[src/rtl/sram_ctl.sv]
module sram_ctl #(
  parameter int ADDR_W      = 17,
  parameter int LANES       = 4,
  parameter int LANE_W      = 8,
  parameter int RD_CYCLES   = 2,
  parameter int WE_CYCLES   = 2,
  parameter int TURN_CYCLES = 1,
  parameter int REC_CYCLES  = 1000000
) (
  input  logic                    clk,
  input  logic                    rst_n,
  input  logic                    req_valid,
  output logic                    req_ready,
  input  logic                    req_we,
  input  logic [ADDR_W-1:0]       req_addr,
  input  logic [LANES-1:0]        req_be,
  input  logic [LANES*LANE_W-1:0] req_wdata,
  output logic                    rsp_valid,
  output logic [LANES*LANE_W-1:0] rsp_rdata,
  input  logic                    ret_req,
  output logic [ADDR_W-1:0]       sram_addr,
  output logic [LANES-1:0]        sram_cs_n,
  output logic [LANES-1:0]        sram_we_n,
  output logic                    sram_oe_n,
  output logic [LANES*LANE_W-1:0] sram_dq_out,
  output logic                    sram_dq_oe,
  input  logic [LANES*LANE_W-1:0] sram_dq_in
);
  localparam int DATA_W = LANES * LANE_W;
  localparam int CNT_W  = $clog2(REC_CYCLES + RD_CYCLES + WE_CYCLES + TURN_CYCLES + 1);

  typedef enum logic [2:0] {
    S_IDLE, S_TURN, S_READ, S_WSET, S_WSTB, S_WHOLD, S_RET, S_REC
  } state_t;

  state_t              state;
  logic [CNT_W-1:0]    cnt;
  logic [ADDR_W-1:0]   addr_q;
  logic [LANES-1:0]    be_q;
  logic [DATA_W-1:0]   wdata_q;
  logic                last_wr;
  logic [DATA_W-1:0]   rdata_q;
  logic                rvalid_q;
  logic [DATA_W-1:0]   rd_masked;
  logic                cnt_done;
  logic                lanes_on;

  for (genvar g = 0; g < LANES; g++) begin : g_lane
    assign rd_masked[g*LANE_W +: LANE_W] = be_q[g] ? sram_dq_in[g*LANE_W +: LANE_W] : '0;
  end

  assign cnt_done = (cnt == '0);

  always_ff @(posedge clk or negedge rst_n) begin
    if (!rst_n) begin
      state    <= S_IDLE;
      cnt      <= '0;
      addr_q   <= '0;
      be_q     <= '0;
      wdata_q  <= '0;
      last_wr  <= 1'b0;
      rdata_q  <= '0;
      rvalid_q <= 1'b0;
    end else begin
      rvalid_q <= 1'b0;
      case (state)
        S_IDLE: begin
          if (req_valid) begin
            addr_q  <= req_addr;
            be_q    <= req_be;
            wdata_q <= req_wdata;
            if (req_we) begin
              state <= S_WSET;
            end else if (last_wr) begin
              state <= S_TURN;
              cnt   <= CNT_W'(TURN_CYCLES - 1);
            end else begin
              state <= S_READ;
              cnt   <= CNT_W'(RD_CYCLES - 1);
            end
          end else if (ret_req) begin
            state <= S_RET;
          end
        end
        S_TURN: begin
          if (cnt_done) begin
            state <= S_READ;
            cnt   <= CNT_W'(RD_CYCLES - 1);
          end else begin
            cnt <= cnt - 1'b1;
          end
        end
        S_READ: begin
          if (cnt_done) begin
            state    <= S_IDLE;
            rdata_q  <= rd_masked;
            rvalid_q <= 1'b1;
            last_wr  <= 1'b0;
          end else begin
            cnt <= cnt - 1'b1;
          end
        end
        S_WSET: begin
          state <= S_WSTB;
          cnt   <= CNT_W'(WE_CYCLES - 1);
        end
        S_WSTB: begin
          if (cnt_done) state <= S_WHOLD;
          else          cnt   <= cnt - 1'b1;
        end
        S_WHOLD: begin
          state   <= S_IDLE;
          last_wr <= 1'b1;
        end
        S_RET: begin
          if (!ret_req) begin
            state <= S_REC;
            cnt   <= CNT_W'(REC_CYCLES - 1);
          end
        end
        S_REC: begin
          if (cnt_done) state <= S_IDLE;
          else          cnt   <= cnt - 1'b1;
        end
        default: state <= S_IDLE;
      endcase
    end
  end

  assign lanes_on    = (state == S_READ) || (state == S_WSET) ||
                       (state == S_WSTB) || (state == S_WHOLD);
  assign sram_cs_n   = lanes_on ? ~be_q : '1;
  assign sram_we_n   = (state == S_WSTB) ? ~be_q : '1;
  assign sram_oe_n   = (state != S_READ);
  assign sram_dq_oe  = (state == S_WSET) || (state == S_WSTB) || (state == S_WHOLD);
  assign sram_dq_out = wdata_q;
  assign sram_addr   = addr_q;
  assign req_ready   = (state == S_IDLE);
  assign rsp_valid   = rvalid_q;
  assign rsp_rdata   = rdata_q;


  no_contention_chk: assert property (@(posedge clk) disable iff (!rst_n)
    !(sram_dq_oe && !sram_oe_n));


  we_inside_cs_chk: assert property (@(posedge clk) disable iff (!rst_n)
    ((~sram_we_n) & sram_cs_n) == '0);


  strobe_stable_chk: assert property (@(posedge clk) disable iff (!rst_n)
    (!(&sram_we_n) && $past(!(&sram_we_n))) |-> ($stable(sram_addr) && $stable(sram_dq_out)));


  rsp_pulse_chk: assert property (@(posedge clk) disable iff (!rst_n)
    rsp_valid |=> !rsp_valid);


  idle_quiet_chk: assert property (@(posedge clk) disable iff (!rst_n)
    req_ready |-> (&sram_cs_n && sram_oe_n && !sram_dq_oe));


  strobe_driven_chk: assert property (@(posedge clk) disable iff (!rst_n)
    !(&sram_we_n) |-> (sram_dq_oe && sram_oe_n));
endmodule

[config.mk]
export PLATFORM = sky130hd
export DESIGN_NAME = sram_ctl
export DESIGN_NICKNAME = d
export VERILOG_FILES = /design/src/rtl/sram_ctl.sv
export SDC_FILE = /design/constraint.sdc
export NUM_CORES = 1
export LEC_CHECK = 0
export BUFFER_PORTS_ARGS = -buffer_cell sky130_fd_sc_hd__buf_2
export CORE_MARGIN = 4
export CORE_UTILIZATION = 30
export DETAILED_ROUTE_END_ITERATION = 10
export PLACE_DENSITY_LB_ADDON = 0.3
export SKIP_CTS_REPAIR_TIMING = 1
export SLEW_MARGIN = 20
export SYNTH_ARGS = -nofsm -noshare
export SYNTH_HDL_FRONTEND = slang
export SYNTH_SLANG_ARGS = --single-unit
export TNS_END_PERCENT = 1
[constraint.sdc]
create_clock -name clk -period 3.15 [get_ports clk]
set_input_delay 0.945 -clock clk [delete_from_list [all_inputs] [get_ports clk]]
set_output_delay 0.945 -clock clk [all_outputs]
set_load 0.01 [all_outputs]
==> flow_summary.yaml, run 1 <==
critical_path:
  crit_type: "flop to primary output"
  path_max_fanout: 13
  crit_required_ps: 2200
  cp-start-kind: "flop"
  cp_data_arrival_time_ps: 2050
  cp-end-kind: "primary output"
timing:
  rsz0062_at_grt: "no"
  worst_slew_pin_slew_ps: 1050
  setup_viol: 0
  slew_headroom_pct: 30.1
  hold_viol: 0
  fin_tns_setup_ps: 0
  min_period_ps: 3000
  slew_viol_final: 0
  fin_crit_sh_pct: 95.1
  fin_worst_skew_ps: 6.05
  fmax_ghz: 0.334
synth:
  ys_ff_latch: 110
  synth-seq-area-share_pct: 52.2
  synth_warnings: 0
  synth.distinct_cells: 52
  synthesis.area_um2: 5270
  synth-edff-count: 0
  ys_async_sr_fraction_pct: 100
  syn-num-nets: 571
  avgSynthCellArea_um2: 11.0
  ys.flop_type: "dfrtp_1"
  syn_inst: 478
cts:
  root_buffer: "clkbuf_16"
  cts_tree: "built"
  cts_max_level: 3
  cts_buffer_depth: 2
  clock_latency_ps: 350
  clkTransAtPathRegs_ps: 70
  cts_buffers: 9
  clock_sinks: 110
placed_design:
  hpwl_um: 10100
  dpl-instance-area_um2: 6380
  portBuffers: 182
  routabilityCongestion: 0.812
power_and_ir_drop:
  swShare_pct: 20.8
  powerDensity_nw_per_um2: 413
  p_sw_uw: 576
  cell_internal_pwr_mw: 2.20
  total_power_mw: 2.78
  leakage_nw: 3.32
  ir_drop_uv: 215
  pwr-share-seq_pct: 50.8
  pwr-share-clk_pct: 45.9
  pwr-share-comb_pct: 3.3
global_routing:
  antenna_found_initial: 0
  grt_max_degree: 54
  grt_use_total_pct: 14.1
  grt_pass1_wl_um: 22800
  overflow: 0
  grt_pass1_vias: 4467
final_layout:
  final_nets: 743
  regArea_um2: 2750
  utilization_pct: 39.0
  syn2layout_area_growth_pct: 27.4
  layout_commonest_cell: "buf_2"
  design_area_um2: 6720
  multiInputGateArea_um2: 2180
  drive_gt1_share_pct: 40.9
  fill_cells: 1684
  diodes: 0
  final_cell_mix: "buf_2, dfrtp_1, nand2_1"
routing:
  first_pass_iters: 4
  vias_per_cell: 4.84
  routed_wl_um: 13700
  routedWlPerCell_um: 15.5
  dr_total_vias: 4260
  antenna_left: 0
  drc: 0
  drt_iter0_drc: 207
die:
  core_um2: 17200
  rows: 48
  die_w_um: 141
  fp.dieH_um: 141
  die_area_um2: 19800
  initial_core_util_pct: 30.6
  ios: 183
min_path:
  hold_path.class: "flop to flop"
outcome:
  status: "completed"
flow_run:
  cap_violations: 0
## layout make-up
type | instances | share of cell area [%]
clock buffer | 12 | 3.82
inverter | 51 | 2.85
multi-input combinational | 290 | 32.4
timing repair buffer | 188 | 14.6
clock inverter | 4 | 1.14
tap | 225 | 4.19
sequential | 110 | 41.0
## per-layer routing
| metal | up-vias | global-route usage [%] | wire, um |
|---|---|---|---|
| met2 | 145 | 23.2 | 6820 |
| met3 | 27 | 3.77 | 917 |
| met1 | 2086 | 17.3 | 5540 |
| met4 | 0 | 6.63 | 379 |
| li1 | 2002 | - | - |
| met5 | - | 0 | 0 |
## logic make-up (layout without fill, tap and decap cells)
| kind of cell | count (synthesis) | count (layout) | share of synthesized area (%) |
|---|---|---|---|
| AOI/OAI and AO/OA | 77 | 77 | 10.6 |
| xor gates and xnor gates | 3 | 3 | 0.498 |
| DFF | 110 | 110 | 52.2 |
| muxes | 89 | 89 | 18.2 |
| adders and majority gates | 3 | 3 | 0.712 |
| and+or+nand+nor | 118 | 118 | 11.2 |
| buffers and inverters | 78 | 255 | 6.55 |
## final timing paths
| path | to | depth (start not counted) | slack [ps] | start |
|---|---|---|---|---|
| worst max-delay path | sram_cs_n[3] | 4 | 150 | state[1] |
| worst max register to register | cnt[6] | 5 | 480 | cnt[13] |
| worst min register to register | sram_dq_out[6] | 1 | 500 | sram_dq_out[6] |
| min in group asynchronous | rsp_rdata[2] | 1 | 550 | rst_n |
| max in group asynchronous | sram_addr[10] | 2 | 1830 | rst_n |
| worst min-delay path | sram_dq_out[6] | 1 | 500 | sram_dq_out[6] |
## synth_stat cells, types with 2 or more instances
| cell type | instances | share of area [%] |
|---|---|---|
| a211oi_1 | 16 | 2.3 |
| nand3b_1 | 3 | 0.43 |
| buf_6 | 5 | 1.1 |
| xnor2_1 | 3 | 0.50 |
| a22o_1 | 3 | 0.50 |
| or3_1 | 2 | 0.24 |
| a21oi_1 | 8 | 0.76 |
| nand4_1 | 2 | 0.24 |
| buf_2 | 12 | 1.1 |
| o22ai_1 | 11 | 1.3 |
| o22a_1 | 2 | 0.33 |
| nand2b_1 | 3 | 0.36 |
| nor2_1 | 21 | 1.5 |
| dfrtp_1 | 110 | 52 |
| a31oi_1 | 10 | 1.2 |
| mux2_2 | 55 | 12 |
| ha_1 | 3 | 0.71 |
| a2111oi_0 | 2 | 0.33 |
| nor3_1 | 5 | 0.47 |
| clkbuf_1 | 8 | 0.57 |
| and4_1 | 2 | 0.33 |
| a211o_1 | 3 | 0.50 |
| o21ai_0 | 8 | 0.76 |
| o31a_1 | 3 | 0.50 |
| nand3_1 | 4 | 0.38 |
| nand2_1 | 57 | 4.1 |
| inv_1 | 50 | 3.6 |
| nor4_4 | 2 | 0.81 |
| buf_1 | 2 | 0.14 |
| or4_1 | 3 | 0.43 |
| and2_1 | 2 | 0.24 |
| and3_1 | 3 | 0.36 |
| mux2i_1 | 34 | 6.5 |
| nor2b_1 | 3 | 0.36 |
## power by group through the flow
stage	sequential [mW]	combinational (mW)	clock, mW
after floorplan	1.44	0.00433	0
after global placement	1.44	0.0911	0
after detailed placement	1.44	0.0933	0
after CTS	1.41	0.0939	1.30
after global routing	1.41	0.104	1.36
final	1.41	0.0904	1.27
## critical path, stage by stage (launching register included)
cell      delay, ps
dfrtp_1         630
clkinv_1        350
ha_1            470
nand2_1          90
buf_2           160
## stage by stage
| step | setup slack [ps] | hold slack (ps) | cells |
|---|---|---|---|
| finish | 155 | 504 | 880 |
| CTS | 192 | 506 | 880 |
| global placement | 552 | 485 | 864 |
| global route | 51.2 | 509 | 880 |
| detailed placement | 504 | 489 | 864 |
| floorplan | 1090 | 467 | 478 |
## registers in the layout, indices dropped and copies added (netlist names)
name and cells:
rsp_rdata 32, sram_dq_out 32, cnt 20, sram_addr 17, be_q 4, state 3
last_wr 1, rsp_valid 1
No activity file was read; power rests on OpenSTA's default activity.
==> run 2: changes to the inputs <==
--- a/config.mk
+++ b/config.mk
@@ -5,6 +5,7 @@
 export SDC_FILE = /design/constraint.sdc
 export NUM_CORES = 1
 export LEC_CHECK = 0
+export ABC_AREA = 1
 export BUFFER_PORTS_ARGS = -buffer_cell sky130_fd_sc_hd__buf_2
 export CORE_MARGIN = 4
 export CORE_UTILIZATION = 30
==> flow_summary.yaml, run 2 <==
placed_design:
  place_ws_ps: 911
  dpl-instance-area_um2: 6290
  portBuffers: 182
  routabilityCongestion: 0.817
  hpwl_um: 9870
synth:
  syn_inst: 560
  synth_warnings: 0
  synthTopCellsByCount: "nand2_1, dfrtp_1, nand3_1, mux2_2, nor2_1"
  synth-edff-count: 0
  synth_area_leaders: "dfrtp_1, nand2_1, mux2_2, nand3_1, nor2_1"
  ys.flop_type: "dfrtp_1"
  syn-num-nets: 653
  synthesis.area_um2: 5180
  synth-seq-area-share_pct: 53.1
  avgSynthCellArea_um2: 9.25
  ys_async_sr_fraction_pct: 100
  yosys.area.top_type: "dfrtp_1"
  yosys.area.top_type_share_pct: 53.1
  ys_ff_latch: 110
  synth.most_common_cell: "nand2_1"
  synth.distinct_cells: 31
global_routing:
  grt_use_met1_pct: 17.7
  top_usage_layer: "met2"
  grt_util_met2_pct: 22.7
  antenna_found_initial: 1
  grtUsageMet3_pct: 4.25
  grt_pass1_wl_um: 22300
  grt_use_total_pct: 13.8
  grt_pass1_vias: 4366
  overflow: 0
  grt_max_degree: 48
timing:
  hold_viol: 0
  slew_viol_final: 0
  fin_crit_sh_pct: 80.2
  slew_headroom_pct: 57.6
  fin_worst_skew_ps: 9.08
  rsz0062_at_grt: "no"
  setup_viol: 0
  setup_ws_ps: 624
  min_period_ps: 2530
  fmax_ghz: 0.396
  fin_tns_setup_ps: 0
  worst_slew_pin_slew_ps: 636
  hold_ws_ps: 466
critical_path:
  slowest_stage: "dfrtp_1"
  cp-end-kind: "primary output"
  cp-start-kind: "flop"
  crit_required_ps: 2200
  crit_type: "flop to primary output"
  cp_cell_sequence: "inv_2 > ha_1 > nand2_1 > buf_2"
  critical-path-max-stage-delay_ps: 530
  path_max_fanout: 7
  cp_data_arrival_time_ps: 1580
power_and_ir_drop:
  p_sw_mw: 2.92
  ir_drop_uv: 443
  powerDensity_nw_per_um2: 1060
  swShare_pct: 41.8
  pwr-share-comb_pct: 46.8
  pwr-share-seq_pct: 36.1
  pwr-share-clk_pct: 17.1
  cell_internal_pwr_mw: 4.06
  leakage_nw: 3.44
die:
  initial_core_util_pct: 30.9
  die_area_um2: 19400
  core_um2: 16800
  die_w_um: 139
  ios: 183
  fp.dieH_um: 139
  rows: 47
cts:
  cts_tree: "built"
  cts_buffer_depth: 2
  clkTransAtPathRegs_ps: 70
  clock_sinks: 110
  cts_max_level: 3
  cts_buffers: 9
  clock_latency_ps: 350
  root_buffer: "clkbuf_16"
final_layout:
  fill_cells: 1763
  final_cell_mix: "nand2_1, buf_2, dfrtp_1"
  syn2layout_area_growth_pct: 27.4
  design_area_um2: 6600
  final_nets: 830
  drive_gt1_share_pct: 36.5
  regArea_um2: 2750
  layout_commonest_cell: "nand2_1"
  multiInputGateArea_um2: 2160
routing:
  drc: 0
  routedWlPerCell_um: 13.9
  drt_iter0_drc: 172
  antenna_left: 0
  dr_total_vias: 4358
  routed_wl_um: 13400
  first_pass_iters: 4
  vias_per_cell: 4.53
flow_run:
  cap_violations: 0
min_path:
  hold_path.class: "flop to flop"
outcome:
  status: "completed"
run 2: cell families after synthesis:
| kind of cell | share of synthesized area, % |
|---|---|
| compound gates | 2.58 |
| flops | 53.1 |
| fa+ha+maj | 0.724 |
| simple gates | 25.0 |
| mux | 11.5 |
| buf+inv | 5.17 |
| xor+xnor | 1.86 |
run 2: area by class of cell:
class / instances / area share (%)
Clock inverter: 5 / 1.00
Timing Repair Buffer: 187 / 14.8
Inverter: 33 / 1.91
Multi-Input combinational cell: 396 / 32.7
Clock buffer: 11 / 3.68
Tap cell: 220 / 4.17
Sequential cell: 110 / 41.7
Antenna cell: 1 / 0.0379
run 2: path summary, 6_finish.rpt:
path,start,endpoint,slack [ps],depth (start not counted)
worst max register to register,cnt[0],rsp_rdata[26],960,9
min in group asynchronous,rst_n,sram_dq_out[7],610,1
worst max-delay path,state[1],sram_cs_n[3],620,4
worst min register to register,rsp_rdata[2],rsp_rdata[2],470,2
max in group asynchronous,rst_n,state[1],1770,2
worst min-delay path,rsp_rdata[2],rsp_rdata[2],470,2
run 2: power by group through the flow:
stage          logic [mW]  registers (mW)  clock network, mW
2_1_floorplan        2.06            2.67                  0
3_3_place_gp         3.28            2.53                  0
3_5_place_dp         3.32            2.54                  0
4_1_cts              3.32            2.52               1.23
5_1_grt              3.68            2.62               1.29
6_report             3.27            2.52               1.19
run 2: routing by layer:
metal | wire [um] | share of wire (%)
met1 | 5920 | 44
met2 | 6370 | 48
met3 | 945 | 7.1
met4 | 125 | 0.94
met5 | 0 | 0
run 2: worst max-delay path: cells and delay by family (launching register included):
family                     cells  cell delay (ps)
DFF                            1              530
buffers and inverters          2              250
and+or+nand+nor                1               70
adders and majority gates      1              390
run 2: per-stage QoR:
step | total power, mW | util, % | instances
CTS | 7.08 | 39.4 | 962
global placement | 5.82 | 37.5 | 946
detailed placement | 5.86 | 37.5 | 946
floorplan | 4.73 | - | 560
global route | 7.59 | 39.4 | 963
finish | 6.98 | 39.4 | 963
==> run 3: changes to the inputs <==
==> constraint.sdc (replaced) <==
create_clock -name clk -period 2.05 [get_ports clk]
set_input_delay 0.615 -clock clk [delete_from_list [all_inputs] [get_ports clk]]
set_output_delay 0.615 -clock clk [all_outputs]
set_load 0.01 [all_outputs]
==> flow_summary.yaml, run 3 (synthesis gave the netlist of run 2 again) <==
outcome:
  status: "completed"
critical_path:
  cp-startpoint: "state[2]"
  path_max_fanout: 6
  cp-endpoint: "sram_cs_n[0]"
  crit_required_ps: 1430
  timing.rr.end: "cnt[13]"
  reg2reg_slack_ps: 240
  cp_data_arrival_time_ps: 1400
  r2r-start: "state[0]"
  reg2reg_depth: 8
  cp-end-kind: "primary output"
  cp-start-kind: "flop"
  crit_type: "flop to primary output"
timing:
  fmax_ghz: 0.497
  slew_viol_final: 0
  fin_worst_skew_ps: 10.9
  rsz0062_at_grt: "yes"
  worst_slew_pin_slew_ps: 494
  setup_viol: 0
  min_period_ps: 2010
  fin_crit_sh_pct: 98.1
  hold_viol: 0
  fin_tns_setup_ps: 0
  slew_headroom_pct: 67.1
  setup_ws_ps: 39.5
placed_design:
  portBuffers: 182
  placed_cells: 954
  routabilityCongestion: 0.820
  hpwl_um: 10200
  dpl-instance-area_um2: 6390
  place_ws_ps: 227
die:
  ios: 183
  initial_core_util_pct: 30.9
  core_um2: 16800
  die_area_um2: 19400
  rows: 47
  fp.dieH_um: 139
  die_w_um: 139
final_layout:
  final_cell_mix: "nand2_1, buf_2, dfrtp_1"
  diodes: 0
  layout.cells.non_filler: 971
  design_area_um2: 6740
  final_nets: 839
  drive_gt1_share_pct: 37.9
  layout_commonest_cell: "nand2_1"
  syn2layout_area_growth_pct: 30.0
  utilization_pct: 40.2
global_routing:
  grt_max_degree: 38
  grt_pass1_vias: 4374
  overflow: 0
  antenna_found_initial: 0
  grt_pass1_wl_um: 22900
  grt_use_total_pct: 14.4
min_path:
  hold_path.class: "input pin to async pin"
routing:
  dr_total_vias: 4323
  first_pass_iters: 4
  antenna_left: 0
  routedWlPerCell_um: 14.0
  drc: 0
  drt_iter0_drc: 159
  vias_per_cell: 4.45
  routed_wl_um: 13600
power_and_ir_drop:
  powerDensity_nw_per_um2: 1620
  ir_drop_uv: 600
  leakage_nw: 3.50
cts:
  clkTransAtPathRegs_ps: 80
  cts_max_level: 3
  cts_buffers: 9
  root_buffer: "clkbuf_16"
  clock_latency_ps: 360
  cts_tree: "built"
  cts_buffer_depth: 2
  clock_sinks: 110
flow_run:
  cap_violations: 0
[run 3: area by class of cell]
class | instances | area [um^2]
Clock inverter | 6 | 77.6
Clock buffer | 10 | 239
Inverter | 33 | 126
Timing Repair Buffer | 196 | 1080
Tap cell | 220 | 275
Sequential cell | 110 | 2750
Fill cell | 1710 | 10000
Multi-Input combinational cell | 396 | 2180
[run 3: worst min-delay path by stage]
stage                        startpoint              to  slack, ps
final                             rst_n          cnt[8]        230
after global routing              rst_n         last_wr        260
after CTS                         rst_n  sram_dq_out[7]        240
after detailed placement   rsp_rdata[3]    rsp_rdata[3]        450
after global placement    rsp_rdata[15]   rsp_rdata[15]        450
after floorplan                   rst_n         be_q[0]        320
[run 3: critical path: stages (launching register included)]
cell and delay [ps]:
dfrtp_2 440, inv_2 100, ha_4 300, nand2_1 50
buf_2 150
[run 3: per-layer routing]
| metal | vias up | wire [um] | track usage, % |
|---|---|---|---|
| met5 | - | 0 | 0 |
| met4 | 0 | 121 | 2.88 |
| met3 | 9 | 892 | 5.21 |
| met2 | 117 | 6700 | 24.4 |
| met1 | 2023 | 5880 | 17.7 |
| li1 | 2174 | - | - |
[run 3: power by group]
group          total [mW]  switching (mW)  internal [mW]
registers            3.83           0.672           3.15
clock network        1.86           0.855           1.00
logic                5.25            3.02           2.23
total                10.9            4.55           6.39
[run 3: stage by stage]
stage | hold WS (ps) | power (mW)
after floorplan | 319 | 7.27
after global placement | 453 | 9.04
after detailed placement | 453 | 9.13
after CTS | 244 | 11.0
after global routing | 260 | 11.9
final | 226 | 10.9
